File: config.mk
export PLATFORM = sky130hd
export DESIGN_NAME = ptw_top
export DESIGN_NICKNAME = d
export VERILOG_FILES = /design/src/rtl/ptw_pkg.sv /design/src/rtl/ptw_addr_gen.sv /design/src/rtl/ptw_status_upd.sv /design/src/rtl/ptw_fsm.sv /design/src/rtl/ptw_top.sv
export SDC_FILE = /design/constraint.sdc
export NUM_CORES = 1
export LEC_CHECK = 0
export BUFFER_PORTS_ARGS = -buffer_cell sky130_fd_sc_hd__buf_2
export CORE_MARGIN = 5
export CORE_UTILIZATION = 50
export CTS_BUF_LIST = sky130_fd_sc_hd__clkbuf_8
export CTS_CLUSTER_SIZE = 40
export DETAILED_ROUTE_END_ITERATION = 16
export GPL_TIMING_DRIVEN = 0
export PLACE_DENSITY = 0.83
export SYNTH_ARGS = -nofsm -noshare
export SYNTH_HDL_FRONTEND = slang
export SYNTH_SLANG_ARGS = --single-unit
File: constraint.sdc
create_clock -name clk -period 2.46 [get_ports clk]
set_input_delay 0.369 -clock clk [delete_from_list [all_inputs] [get_ports clk]]
set_output_delay 0.369 -clock clk [all_outputs]
set_load 0.1 [all_outputs]
File: src/rtl/ptw_pkg.sv
package ptw_pkg;
  localparam int ENTRY_PRESENT_BIT = 31;
  localparam int ENTRY_REF_BIT     = 30;
  localparam int ENTRY_DIRTY_BIT   = 29;

  typedef enum logic [2:0] {
    W_IDLE,
    W_FETCH,
    W_WAIT,
    W_WBACK,
    W_REPLY
  } walk_state_e;
endpackage

File: src/rtl/ptw_addr_gen.sv
module ptw_addr_gen #(
  parameter int PA_W      = 32,
  parameter int VPN_W     = 20,
  parameter int ENTRY_W   = 32
) (
  input  logic [PA_W-1:0]  table_base,
  input  logic [VPN_W-1:0] page_num,
  output logic [PA_W-1:0]  entry_addr
);
  localparam int ENTRY_BYTES = ENTRY_W / 8;
  localparam int IDX_SHIFT   = $clog2(ENTRY_BYTES);

  // base plus index scaled by entry size, wrapping at the address width
  function automatic logic [PA_W-1:0] locate(input logic [PA_W-1:0] base,
                                             input logic [VPN_W-1:0] idx);
    logic [PA_W-1:0] scaled;
    scaled = PA_W'(idx) << IDX_SHIFT;
    return base + scaled;
  endfunction

  assign entry_addr = locate(table_base, page_num);
endmodule

File: src/rtl/ptw_status_upd.sv
module ptw_status_upd
  import ptw_pkg::*;
#(
  parameter int ENTRY_W = 32
) (
  input  logic [ENTRY_W-1:0] entry_in,
  input  logic               is_write,
  output logic [ENTRY_W-1:0] entry_out,
  output logic               present,
  output logic               changed
);
  function automatic logic [ENTRY_W-1:0] mark(input logic [ENTRY_W-1:0] e,
                                              input logic wr);
    logic [ENTRY_W-1:0] r;
    r = e;
    r[ENTRY_REF_BIT] = 1'b1;
    if (wr) r[ENTRY_DIRTY_BIT] = 1'b1;
    return r;
  endfunction

  assign present   = entry_in[ENTRY_PRESENT_BIT];
  assign entry_out = mark(entry_in, is_write);
  assign changed   = present && (entry_out != entry_in);
endmodule

File: src/rtl/ptw_fsm.sv
module ptw_fsm
  import ptw_pkg::*;
#(
  parameter int PA_W    = 32,
  parameter int VPN_W   = 20,
  parameter int ENTRY_W = 32
) (
  input  logic               clk,
  input  logic               rst_n,
  input  logic               req_valid,
  output logic               req_ready,
  input  logic [VPN_W-1:0]   req_vpn,
  input  logic               req_write,
  input  logic [PA_W-1:0]    base_addr,
  output logic               busy,
  output logic [PA_W-1:0]    base_q,
  output logic [VPN_W-1:0]   vpn_q,
  output logic               wr_q,
  output logic               mem_req_valid,
  input  logic               mem_req_ready,
  output logic               mem_req_we,
  input  logic               mem_rsp_valid,
  input  logic               upd_present,
  input  logic               upd_changed,
  input  logic [ENTRY_W-1:0] upd_entry,
  input  logic [ENTRY_W-1:0] raw_entry,
  output logic [ENTRY_W-1:0] entry_q,
  output logic               fault_q,
  output logic               resp_valid,
  input  logic               resp_ready
);
  walk_state_e st, st_nx;
  logic [ENTRY_W-1:0] orig_q;

  // named internal events
  logic req_take, entry_fetch, wb_done, reply_done;
  assign req_take    = (st == W_IDLE) && req_valid;
  assign entry_fetch = (st == W_WAIT) && mem_rsp_valid;
  assign wb_done     = (st == W_WBACK) && mem_req_ready;
  assign reply_done  = (st == W_REPLY) && resp_ready;

  always_comb begin
    st_nx = st;
    unique case (st)
      W_IDLE:  if (req_valid) st_nx = W_FETCH;
      W_FETCH: if (mem_req_ready) st_nx = W_WAIT;
      W_WAIT:  if (mem_rsp_valid) st_nx = (upd_present && upd_changed) ? W_WBACK : W_REPLY;
      W_WBACK: if (mem_req_ready) st_nx = W_REPLY;
      W_REPLY: if (resp_ready) st_nx = W_IDLE;
      default: st_nx = W_IDLE;
    endcase
  end

  always_ff @(posedge clk or negedge rst_n) begin
    if (!rst_n) begin
      st      <= W_IDLE;
      base_q  <= '0;
      vpn_q   <= '0;
      wr_q    <= 1'b0;
      entry_q <= '0;
      orig_q  <= '0;
      fault_q <= 1'b0;
    end else begin
      st <= st_nx;
      if (req_take) begin
        base_q <= base_addr;
        vpn_q  <= req_vpn;
        wr_q   <= req_write;
      end
      if (entry_fetch) begin
        orig_q  <= raw_entry;
        entry_q <= upd_present ? upd_entry : raw_entry;
        fault_q <= !upd_present;
      end
    end
  end

  assign req_ready     = (st == W_IDLE);
  assign busy          = (st != W_IDLE);
  assign mem_req_valid = (st == W_FETCH) || (st == W_WBACK);
  assign mem_req_we    = (st == W_WBACK);
  assign resp_valid    = (st == W_REPLY);

  // a missing entry goes straight to a fault reply
  a_r3_fault_skips_write: assert property (@(posedge clk) disable iff (!rst_n)
    entry_fetch && !upd_present |=> resp_valid && fault_q);
  // a write-back always carries a changed entry
  a_r7_wb_only_on_change: assert property (@(posedge clk) disable iff (!rst_n)
    mem_req_valid && mem_req_we |-> entry_q != orig_q);
  // write accesses leave the dirty flag set in the write-back
  a_r6_dirty_on_write: assert property (@(posedge clk) disable iff (!rst_n)
    mem_req_valid && mem_req_we && wr_q |-> entry_q[ENTRY_DIRTY_BIT]);
  // no new request while a walk runs
  a_r9_busy_blocks: assert property (@(posedge clk) disable iff (!rst_n)
    busy |-> !req_ready);
  // the reply follows the write-back acceptance
  a_r8_reply_after_wb: assert property (@(posedge clk) disable iff (!rst_n)
    wb_done |=> resp_valid);
  // reply held until taken
  a_r11_reply_held: assert property (@(posedge clk) disable iff (!rst_n)
    resp_valid && !reply_done |=> resp_valid && $stable(entry_q) && $stable(fault_q));
endmodule

File: src/rtl/ptw_top.sv
module ptw_top
  import ptw_pkg::*;
#(
  parameter int VA_W       = 32,
  parameter int PAGE_OFS_W = 12,
  parameter int PA_W       = 32,
  parameter int PPN_W      = 20,
  parameter int ENTRY_W    = 32,
  localparam int VPN_W     = VA_W - PAGE_OFS_W
) (
  input  logic               clk,
  input  logic               rst_n,
  input  logic               req_valid,
  output logic               req_ready,
  input  logic [VPN_W-1:0]   req_vpn,
  input  logic               req_write,
  input  logic [PA_W-1:0]    base_addr,
  output logic               mem_req_valid,
  input  logic               mem_req_ready,
  output logic               mem_req_we,
  output logic [PA_W-1:0]    mem_req_addr,
  output logic [ENTRY_W-1:0] mem_req_wdata,
  input  logic               mem_rsp_valid,
  input  logic [ENTRY_W-1:0] mem_rsp_data,
  output logic               resp_valid,
  input  logic               resp_ready,
  output logic               resp_fault,
  output logic [VPN_W-1:0]   resp_vpn,
  output logic [PPN_W-1:0]   resp_ppn,
  output logic               resp_ref,
  output logic               resp_dirty,
  output logic               busy
);
  logic [PA_W-1:0]    base_q;
  logic [VPN_W-1:0]   vpn_q;
  logic               wr_q;
  logic [ENTRY_W-1:0] upd_entry, entry_q;
  logic               upd_present, upd_changed, fault_q;

  ptw_addr_gen #(.PA_W(PA_W), .VPN_W(VPN_W), .ENTRY_W(ENTRY_W)) u_addr (
    .table_base(base_q), .page_num(vpn_q), .entry_addr(mem_req_addr));

  ptw_status_upd #(.ENTRY_W(ENTRY_W)) u_upd (
    .entry_in(mem_rsp_data), .is_write(wr_q), .entry_out(upd_entry),
    .present(upd_present), .changed(upd_changed));

  ptw_fsm #(.PA_W(PA_W), .VPN_W(VPN_W), .ENTRY_W(ENTRY_W)) u_fsm (
    .clk(clk), .rst_n(rst_n),
    .req_valid(req_valid), .req_ready(req_ready), .req_vpn(req_vpn),
    .req_write(req_write), .base_addr(base_addr), .busy(busy),
    .base_q(base_q), .vpn_q(vpn_q), .wr_q(wr_q),
    .mem_req_valid(mem_req_valid), .mem_req_ready(mem_req_ready),
    .mem_req_we(mem_req_we), .mem_rsp_valid(mem_rsp_valid),
    .upd_present(upd_present), .upd_changed(upd_changed),
    .upd_entry(upd_entry), .raw_entry(mem_rsp_data),
    .entry_q(entry_q), .fault_q(fault_q),
    .resp_valid(resp_valid), .resp_ready(resp_ready));

  assign mem_req_wdata = entry_q;
  assign resp_fault    = fault_q;
  assign resp_vpn      = vpn_q;
  assign resp_ppn      = entry_q[PPN_W-1:0];
  assign resp_ref      = entry_q[ENTRY_REF_BIT];
  assign resp_dirty    = entry_q[ENTRY_DIRTY_BIT];

  // memory request held stable under back-pressure
  a_r1_mem_hold: assert property (@(posedge clk) disable iff (!rst_n)
    mem_req_valid && !mem_req_ready |=> mem_req_valid && $stable(mem_req_addr) && $stable(mem_req_we));
  // never a memory request and a reply together
  a_r8_no_overlap: assert property (@(posedge clk) disable iff (!rst_n)
    !(mem_req_valid && resp_valid));
  // every write-back carries the reference flag
  a_r5_ref_in_wb: assert property (@(posedge clk) disable iff (!rst_n)
    mem_req_valid && mem_req_we |-> mem_req_wdata[ENTRY_REF_BIT]);
  // reply fields held until accepted
  a_r11_fields_held: assert property (@(posedge clk) disable iff (!rst_n)
    resp_valid && !resp_ready |=> $stable(resp_ppn) && $stable(resp_dirty) && $stable(resp_vpn));
endmodule

==> summary.txt, run 1 <==
Status
  – Status: complete, but fails checks
  – Failing checks: setup timing

Final layout
  – Reg area: 2287 sq um
  – Area of the multi-input gates: 3506 sq um
  – Util after Layout: 86.43%
  – Nets: 820
  – Final non-filler cell total: 847
  – Share of cells above drive strength 1: 72.79%
  – # fillers: 463
  – Syn-to-layout area delta: 69.47%

Flow run
  – # Max-Cap Violations: 0

Synthesis
  – Mean Syn Cell Area: 11.20 sq um
  – Cell area after synthesis: 4962 sq um
  – FFs w/ async S/R, synth: 100.0%
  – Synth top cells by count: dfrtp_1 (89), mux2_2 (80), a21oi_1 (32)
  – Number of enable flip-flop cells after synthesis: 0
  – Synthesized instance count: 443
  – Number of synthesized register bits: 89
  – Ys flop type: dfrtp_1
  – Register area share after synthesis: 44.88%
  – YS warnings: 0
  – Count leader, synth: dfrtp_1
  – Netlist cell types: 48
  – Post-Syn Nets: 555
  – Post-synth top area cell: dfrtp_1
  – Yosys top cell area share: 44.88%
  – Synth area leaders: dfrtp_1 (45%), mux2_2 (18%), ha_1 (5.0%)

STA
  – Crit share post-route: 131.0%
  – Peak Freq: 310.2 MHz
  – Post-Route Skew: 0.01546 ns
  – Hold Vio Cnt, Final: 0
  – Slew @ Worst Pin: 0.5163 ns
  – Rel. slew slack: 65.82%
  – Final slew viol count: 0
  – Tmin final: 3.224 ns
  – Setup ws final: -0.7636 ns
  – Setup repair after global routing missed its margin: true
  – Final setup vio count: 27

Setup path
  – R2R Setup Slk: 0.33 ns
  – CP max stage delay: 0.50 ns
  – WS Path Type: reg2out
  – Worst Path Required: 2.09 ns
  – CP delay by family, top: simple AND/OR/NAND/NOR gates
  – CP bufs+invs: 3
  – Startpoint Class: register
  – Critical path cell sequence: ha_4, clkbuf_8, buf_6, nand4_1, nor4_2, a22oi_1, nand2_2, o21ai_4, xnor2_4, buf_12
  – Worst path arrival time: 2.85 ns
  – Maximum fanout along the worst path: 6
  – Worst path slowest cell: dfrtp_4
  – Nature of the critical path endpoint: output port

Global routing
  – Grt ovf: 0
  – Largest net degree at the start of global routing: 58
  – Vias in the first global route: 5151
  – GR Util All Layers: 29.30%
  – First-pass GRT wire length: 26.86 mm
  – Antenna violations before repair: 1

CTS
  – H-Tree Depth: 3
  – Worst skew pair latency: 0.36 ns
  – Clock buffer depth: 2
  – CTS sink cnt: 89
  – Clk root buf: clkbuf_8
  – CTS tree: yes
  – Clk slew on worst S/H paths: 0.10 ns
  – TritonCTS Buffers: 9

Place
  – Placed cells: 779
  – Port-buffer cells: 202
  – Post-DP HPWL: 10.79 mm
  – GP Congestion: 0.7998

Detailed routing
  – Antenna-violating nets left: 0
  – Routed length per instance: 22.43 um
  – TritonRoute pass-1 iters: 5
  – Via density: 5.728
  – Iter 0 DRT Violations: 296
  – Post-detailed-routing wire length: 19.00 mm
  – DRC Markers: 0
  – Total number of vias: 4852

Floorplanning
  – Num ports: 203
  – Full die area: 12020 sq um
  – Die width: 109.6 um
  – Height of the die: 109.6 um
  – Starting Density: 51.00%
  – Std-Cell Rows: 36
  – Core area: 9729 sq um

Hold path
  – Min-delay worst type: in2reg
[layer usage]
layer / vias up / routed length [um] / global-route usage (%)
met4: 2 / 1154 / 12.82
met1: 2370 / 6625 / 31.81
met3: 92 / 1465 / 7.516
li1: 2077 / - / -
met5: - / 7 / 0
met2: 311 / 9741 / 53.53
[timing repair]
action | in CTS | in global routing
endpoints found under the setup margin | 27 | 27
endpoints found under the hold margin | 32 | 0
pin swaps | 45 | 37
resized for setup | 157 | 25
hold buffers | 1 | 0
setup buffers | 36 | 18
[cell usage in the layout (no fill, tap or decap), types with 6 or more instances in the layout]
master	count
a21o_1	8
a21oi_1	15
a21oi_2	7
a21oi_4	11
buf_12	24
buf_2	178
buf_4	72
buf_6	12
clkbuf_8	14
dfrtp_1	69
dfrtp_2	6
dfrtp_4	14
ha_4	14
inv_1	13
mux2_2	80
nand2_1	20
nand3_1	6
nor2_1	10
o21ai_0	10
o21ai_4	7
xnor2_4	11
xor2_4	13
[flip-flops by register name (all words and copies together) (netlist names)]
| register | count |
|---|---|
| u_fsm.base_q | 32 |
| u_fsm.entry_q | 32 |
| u_fsm.st | 3 |
| u_fsm.fault_q | 1 |
| u_fsm.wr_q | 1 |
| u_fsm.vpn_q | 20 |
[metrics by stage]
stage | instance area (sq um) | hold WS (ns) | TNS (ns) | setup WS (ns)
after floorplan | 5856 | 0.07341 | -11.46 | -0.6838
after detailed placement | 7063 | 0.3527 | -10.19 | -0.6090
final | 8409 | 0.2144 | -14.43 | -0.7636
after CTS | 8173 | 0.1994 | -11.57 | -0.7106
after global placement | 7033 | 0.4856 | -10.08 | -0.6003
after global routing | 8407 | 0.2154 | -16.00 | -0.8354
[tightest hold or removal path, stage by stage]
cell	delay [ns]
buf_2	0.08
nand2_1	0.04
o21ai_0	0.06
[cell type report]
cell class,count,share of cell area (%)
multi-input combinational,299,41.69
clock inverter,5,0.5951
sequential,89,27.20
tap,133,1.979
antenna,1,0.02976
timing repair buffer,256,22.26
clock buffer,11,1.800
inverter,12,0.5803
buffer,41,3.868
[kinds of logic (layout without fill, tap and decap cells)]
family          Yosys count  in the layout  share of synthesized area [%]
compound gates           90             90                          11.35
xor+xnor                 27             27                          4.766
buf+inv                  55            325                          6.858
mux                      82             82                          18.56
simple gates             79             79                          8.144
flops                    89             89                          44.88
other cells               0              1                              0
fa+ha+maj                21             21                          5.446
[path summary, 6_finish.rpt]
path	from	to	cells after the start
worst max-delay path	u_fsm.vpn_q[13]	mem_req_addr[30]	10
worst min-delay path	req_write	u_fsm.wr_q	3
worst max register to register	u_fsm.st[1]	u_fsm.vpn_q[5]	7
worst min register to register	u_fsm.entry_q[21]	u_fsm.entry_q[21]	1
max in group asynchronous	rst_n	u_fsm.vpn_q[14]	3
min in group asynchronous	rst_n	u_fsm.base_q[29]	2
Power of run 1 is not shown: default switching activity piles up to over one toggle a cycle in this logic, so the estimate is an artifact.
==> inputs of run 2 (changes only) <==
- ABC_AREA: default -> 1
- CORE_UTILIZATION: 50 -> 52
- PLACE_DENSITY: 0.83 -> 0.84
==> run 2 against run 1 <==
Effect of this change:
- the flow still finishes with violations (setup timing)
- clock skew grew 0.0028 ns
- via count grew 40%
- register-to-register slack better by 0.11 ns
- first-iteration DRC count rose to 2.9 times the previous value
- final area up 13%
- cell count up 31%
- area after synthesis is 11% higher
- sequential cell count unchanged
- clock-buffer cell count is 1 higher
- wire length increased by 49%
- core utilization increased by 5.3 points
- critical endpoint is now mem_req_addr[26]
- highest routed layer unchanged
==> summary.txt, run 2 <==
Status
  – Status: complete, but fails checks
  – Failing checks: setup timing

Setup path
  – Worst Path Required: 2.09 ns (about the same)
  – Nature of the critical path endpoint: output port
  – Worst R2R Path Depth: 8 (+1)
  – Maximum fanout along the worst path: 4 (-2)
  – Startpoint Class: register
  – CP max stage delay: 0.44 ns (-0.06 ns)
  – Worst path slowest cell: dfrtp_1
  – Critical path cell sequence: ha_4, nand2_1, nand2_1, a21oi_2, nand2_2, nand2_2, nand4_1, nand2_8, buf_12
  – WS Path Type: reg2out
  – Worst path arrival time: 2.61 ns (-0.24 ns)

Synthesis
  – Cell area after synthesis: 5495 sq um (+11%)
  – Number of synthesized register bits: 89 (unchanged)
  – Synthesized instance count: 708 (+60%)
  – Netlist cell types: 30 (-38%)
  – Mean Syn Cell Area: 7.762 sq um (-31%)
  – Register area share after synthesis: 40.53% (-4.4 points)
  – YS warnings: 0 (unchanged)
  – Yosys top cell area share: 40.53% (-4.4 points)
  – Post-Syn Nets: 820 (+48%)
  – Count leader, synth: nand2_1
  – Post-synth top area cell: dfrtp_1
  – Synth area leaders: dfrtp_1 (41%), nand2_1 (18%), mux2_4 (6.8%)
  – FFs w/ async S/R, synth: 100.0% (unchanged)
  – Synth top cells by count: nand2_1 (269), inv_1 (94), dfrtp_1 (89)
  – Ys flop type: dfrtp_1
  – Number of enable flip-flop cells after synthesis: 0 (unchanged)

CTS
  – Worst skew pair latency: 0.39 ns (+0.03 ns)
  – Clk root buf: clkbuf_8
  – Clock buffer depth: 2 (unchanged)
  – H-Tree Depth: 3 (unchanged)
  – CTS sink cnt: 89 (unchanged)
  – Clk slew on worst S/H paths: 0.10 ns (about the same)
  – TritonCTS Buffers: 9 (unchanged)
  – CTS tree: yes

STA
  – Hold Vio Cnt, Final: 0 (unchanged)
  – Peak Freq: 336.2 MHz (+8.4%)
  – Crit share post-route: 120.9% (-10 points)
  – Post-Route Skew: 0.01827 ns (+0.002809 ns)
  – Slew @ Worst Pin: 0.6971 ns (+0.1809 ns)
  – Tmin final: 2.974 ns (-0.2493 ns)
  – Setup ws final: -0.5143 ns (+0.2493 ns)
  – Setup repair after global routing missed its margin: true
  – Final slew viol count: 0 (unchanged)
  – WHS: 0.1765 ns (-0.03788 ns)
  – Rel. slew slack: 53.52% (-12 points)
  – Final setup vio count: 29 (+7.4%)

Detailed routing
  – Antenna-violating nets left: 0 (unchanged)
  – Iter 0 DRT Violations: 854 (+190%)
  – Routed length per instance: 25.42 um (+13%)
  – TritonRoute pass-1 iters: 11 (+6)
  – Post-detailed-routing wire length: 28.24 mm (+49%)
  – Total number of vias: 6783 (+40%)
  – DRC Markers: 0 (unchanged)
  – Via density: 6.105 (+6.6%)

Global routing
  – First-pass GRT wire length: 32.33 mm (+20%)
  – Vias in the first global route: 6493 (+26%)
  – Grt ovf: 0 (unchanged)
  – GR Util All Layers: 32.26% (+3.0 points)
  – Antenna violations before repair: 4 (+3)
  – Largest net degree at the start of global routing: 71 (+22%)

Place
  – GP Congestion: 0.9348 (+17%)
  – Port-buffer cells: 202 (unchanged)
  – Post-DP HPWL: 12.57 mm (+16%)

Final layout
  – Most frequent cells in the layout: buf_2 (178), nand2_1 (156), inv_1 (75)
  – Largest regs: u_fsm.base_q: 32 flops, u_fsm.entry_q: 32 flops, u_fsm.vpn_q: 20 flops
  – Diode count: 0 (-1)
  – Nets: 1083 (+32%)
  – Share of cells above drive strength 1: 61.54% (-11 points)
  – # fillers: 363 (-22%)
  – Syn-to-layout area delta: 72.38%
  – Leading cell type in the layout, fill and taps excluded: buf_2

Flow run
  – # Max-Cap Violations: 0 (unchanged)

Hold path
  – Min-delay worst type: in2reg
  – Worst hold path depth: 3 (unchanged)

Floorplanning
  – Die width: 112.8 um (+2.9%)
  – Std-Cell Rows: 37 (+2.8%)
  – Starting Density: 53.23% (+2.2 points)
  – Full die area: 12720 sq um (+5.9%)
  – Num ports: 203 (unchanged)
  – Height of the die: 112.8 um (+2.9%)
  – Core area: 10320 sq um (+6.1%)
## run 2: cell count changes after synthesis, sizes merged, moves of 5 or more
cell / before / now
a21o: 8 / 1
and4: 5 / 0
nor3: 4 / 9
a21oi: 33 / 26
and3: 5 / 0
inv: 12 / 95
nand3: 7 / 31
and2: 5 / 0
o21ai: 23 / 6
nand2: 24 / 271
nor2: 13 / 53
mux2: 80 / 41
xnor2: 14 / 2
## run 2: final cells by class
type / instances / area [sq um] / area share, %
clock buffers: 12 / 165.2 / 1.743
clock inverters: 3 / 47.55 / 0.5019
plain buffers: 37 / 272.8 / 2.879
repair buffers: 252 / 1879 / 19.84
inverters: 96 / 379.1 / 4.002
flip-flops and latches: 89 / 2280 / 24.07
multi-input cells: 486 / 4279 / 45.17
well taps: 136 / 170.2 / 1.796
## run 2: final timing paths
kind | end | from | slack (ns)
max | mem_req_addr[26] | u_fsm.base_q[15] | -0.51
min | u_fsm.entry_q[12] | mem_rsp_data[12] | 0.18
max reg2reg | u_fsm.base_q[31] | u_fsm.st[0] | 0.44
min reg2reg | u_fsm.entry_q[21] | u_fsm.entry_q[21] | 0.49
max in group asynchronous | u_fsm.vpn_q[10] | rst_n | 1.32
min in group asynchronous | u_fsm.base_q[2] | rst_n | 0.43
## run 2: worst max-delay path: cells and delay by family (launching register included)
kind	cells	cell delay [ns]
compound gates	1	0.28
simple gates	6	1.01
buf+inv	1	0.18
flops	1	0.44
fa+ha+maj	1	0.30
## run 2: layer usage
layer  vias to the layer above  global-route usage (%)  share of wire, %
li1                       2698                       -                 -
met1                      3076                   34.96                33
met2                       717                   54.38                44
met3                       284                   9.037                13
met4                         8                   22.44               9.6
met5                         -                       0              0.16
## run 2: what timing repair did
action                                  in CTS  in global routing
hold buffers                                 1                  0
resized for setup                          241                135
endpoints found under the setup margin      27                 28
endpoints found under the hold margin       19                  0
gates cloned                                 0                  0
pin swaps                                   56                 59
buffers inserted                            33                 16
## run 2: through the flow
stage / instance area (sq um) / instances / utilization [%] / worst slack (ns) / setup TNS, ns
finish: 9473 / 1111 / 91.76 / -0.5143 / -8.902
CTS: 8812 / 1096 / 85.36 / -0.2450 / -2.844
floorplan: 6185 / 708 / - / -0.4303 / -2.015
global placement: 7366 / 1046 / 71.35 / -0.3238 / -4.351
global route: 9473 / 1111 / 91.76 / -0.5646 / -10.07
detailed placement: 7396 / 1047 / 71.64 / -0.3420 / -3.795
## run 2: logic make-up (layout without fill, tap and decap cells)
group	after synthesis	count (layout)	synth area share [%]
xor gates and xnor gates	14	14	2.231
buffers and inverters	133	400	11.54
muxes	41	41	10.11
and+or+nand+nor	371	371	26.78
adders and majority gates	21	21	4.918
DFF	89	89	40.53
AOI/OAI and AO/OA	39	39	3.894
Power of run 2 is left out for the same reason.
==> inputs of run 3 (changes only) <==
- ABC_CLOCK_PERIOD_IN_PS: default -> 2460
- CTS_BUF_LIST: sky130_fd_sc_hd__clkbuf_8 -> sky130_fd_sc_hd__clkbuf_2
- TNS_END_PERCENT: default -> 20
==> run 3 against run 2 <==
Effect of this change:
- the run still ends with setup timing left
- cell count rose by 5.5%
- wire length fell by 17%
- worst setup slack got worse by 0.23 ns
- via count down 2.8%
- sequential cell count unchanged
- global-route usage fell by 0.058 points
- first-iteration DRC count is 29% lower
- core utilization is 3.6 points lower
- critical path type unchanged
- highest routed layer is now met4
==> summary.txt, run 3 (synthesized netlist as in run 2, its figures left out) <==
Setup path
  – Most used cell, CP: nand2_1
  – Startpoint Class: register
  – CP delay by family, top: simple AND/OR/NAND/NOR gates
  – WS Path Type: reg2out
  – Worst path slowest cell: dfrtp_2
  – Reg2Reg Launch Point: u_fsm.st[0]
  – Nature of the critical path endpoint: output port
  – Worst Setup SP: u_fsm.vpn_q[11]
  – Worst R2R Path Depth: 8 (unchanged)
  – CP bufs+invs: 1 (unchanged)
  – R2R Setup Slk: 0.79 ns (+0.35 ns)
  – Worst path arrival time: 2.84 ns (+0.23 ns)
  – Reg-to-reg endpoint: u_fsm.vpn_q[1]
  – Worst Path Required: 2.09 ns (about the same)
  – CP max stage delay: 0.49 ns (+0.05 ns)
  – Critical path cell sequence: ha_4, nand2_1, nor2_2, nand2_1, nor3_1, nand2_2, nand2_1, nand2_1, nand2_2, buf_12
  – Maximum fanout along the worst path: 4 (unchanged)

Floorplanning
  – Die width: 112.8 um (unchanged)
  – Std-Cell Rows: 37 (unchanged)
  – Full die area: 12720 sq um (unchanged)
  – Num ports: 203 (unchanged)
  – Starting Density: 53.23% (unchanged)
  – Core area: 10320 sq um (unchanged)
  – Height of the die: 112.8 um (unchanged)

Final layout
  – Nets: 1143 (+5.5%)
  – # fillers: 449 (+24%)
  – Most frequent cells in the layout: nand2_1 (224), buf_2 (177), inv_1 (88)
  – Largest regs: u_fsm.base_q: 32 flops, u_fsm.entry_q: 32 flops, u_fsm.vpn_q: 20 flops
  – Design Area, Final: 9099 sq um (-3.9%)
  – Leading cell type in the layout, fill and taps excluded: nand2_1
  – Syn-to-layout area delta: 65.57%
  – Share of cells above drive strength 1: 43.92% (-18 points)
  – Diode count: 0 (unchanged)

Hold path
  – Hold Startpoint: base_addr[3]
  – Hold path endpoint: u_fsm.base_q[3]
  – Worst hold path depth: 3 (unchanged)
  – Min-delay worst type: in2reg

CTS
  – Clk root buf: clkbuf_2
  – Clk slew on worst S/H paths: 0.27 ns (+0.17 ns)
  – CTS sink cnt: 89 (unchanged)
  – TritonCTS Buffers: 9 (unchanged)
  – CTS tree: yes
  – H-Tree Depth: 3 (unchanged)
  – Clock buffer depth: 2 (unchanged)
  – Worst skew pair latency: 0.62 ns (+0.23 ns)

Global routing
  – Met1 Resource Use GR: 35.41% (+0.45 points)
  – First-pass GRT wire length: 32.59 mm (+0.79%)
  – Vias in the first global route: 6407 (-1.3%)
  – Largest net degree at the start of global routing: 55 (-23%)
  – Grt ovf: 0 (unchanged)
  – GR Util All Layers: 32.20% (-0.058 points)
  – Gr busiest metal: met2
  – Met3 Resource Use GR: 7.754% (-1.3 points)
  – Met2 GRT Util: 58.85% (+4.5 points)
  – Antenna violations before repair: 0 (-4)

Detailed routing
  – Post-detailed-routing wire length: 23.51 mm (-17%)
  – TritonRoute pass-1 iters: 8 (-3)
  – Total number of vias: 6593 (-2.8%)
  – Via density: 5.625 (-7.9%)
  – Iter 0 DRT Violations: 605 (-29%)
  – Antenna-violating nets left: 0 (unchanged)
  – DRC Markers: 0 (unchanged)
  – Routed length per instance: 20.06 um (-21%)

STA
  – Setup ws final: -0.7472 ns (-0.2329 ns)
  – Hold Vio Cnt, Final: 0 (unchanged)
  – Setup total negative slack: -15.12 ns (-6.216 ns)
  – Post-Route Skew: 0.03845 ns (+0.02018 ns)
  – Peak Freq: 311.8 MHz (-7.3%)
  – Final setup vio count: 29 (unchanged)
  – Slew @ Worst Pin: 0.5411 ns (-0.1561 ns)
  – Crit share post-route: 130.4% (+9.5 points)
  – Rel. slew slack: 63.93% (+10 points)
  – Setup repair after global routing missed its margin: true
  – Final slew viol count: 0 (unchanged)
  – Tmin final: 3.207 ns (+0.2329 ns)

Place
  – Post-Place Worst Slack: -0.2976 ns (+0.04438 ns)
  – Post-DP HPWL: 12.09 mm (-3.8%)
  – Port-buffer cells: 202 (unchanged)
  – GP Congestion: 0.8696 (-7.0%)
  – Dpl cell area: 7037 sq um (-4.9%)

Flow run
  – # Max-Cap Violations: 0 (unchanged)

Status
  – Failing checks: setup timing
  – Status: complete, but fails checks
[run 3: per-stage QoR]
stage / std cells / util, % / hold slack, ns
after floorplan: 708 / - / 0.07341
after global placement: 1046 / 67.87 / 0.4620
after detailed placement: 1047 / 68.16 / 0.3705
after CTS: 1166 / 86.37 / 0.006371
after global routing: 1172 / 88.13 / 0.03879
final: 1172 / 88.13 / 0.07821
[run 3: cell type report]
class / count / area, sq um / area share [%]
clock inverter: 7 / 110.1 / 1.210
sequential: 89 / 2263 / 24.88
inverter: 96 / 361.6 / 3.974
tap: 136 / 170.2 / 1.870
buffer: 37 / 272.8 / 2.998
timing repair buffer: 312 / 2511 / 27.60
multi-input combinational: 486 / 3364 / 36.98
clock buffer: 9 / 45.04 / 0.4950
[run 3: worst min-delay path: stages]
cell and delay (ns):
buf_2 0.08, nor2_1 0.05, a21oi_1 0.13
[run 3: worst max-delay path by stage]
stage	end	slack [ns]	depth (start not counted)
2_1_floorplan	mem_req_addr[15]	-0.68	8
3_3_place_gp	mem_req_addr[18]	-0.27	11
3_5_place_dp	mem_req_addr[18]	-0.30	11
4_1_cts	mem_req_addr[16]	-0.51	12
5_1_grt	mem_req_addr[28]	-0.85	13
6_report	mem_req_addr[28]	-0.75	10
[run 3: per-layer routing]
metal | wire length (um) | share of wire, % | up-vias
met1 | 7826 | 33 | 3027
met5 | 0 | 0 | -
met3 | 2468 | 10 | 176
met4 | 1495 | 6.4 | 0
li1 | - | - | 2813
met2 | 11720 | 50 | 577
[run 3: repair_timing]
| action | CTS | global route |
|---|---|---|
| hold endpoints to repair | 118 | 0 |
| cloned | 0 | 0 |
| endpoints found under the setup margin | 29 | 29 |
| resized for setup | 185 | 38 |
| hold buffers | 84 | 0 |
| buffers inserted | 19 | 6 |
| pin swaps | 20 | 19 |
Power of run 3 is left out for the same reason.
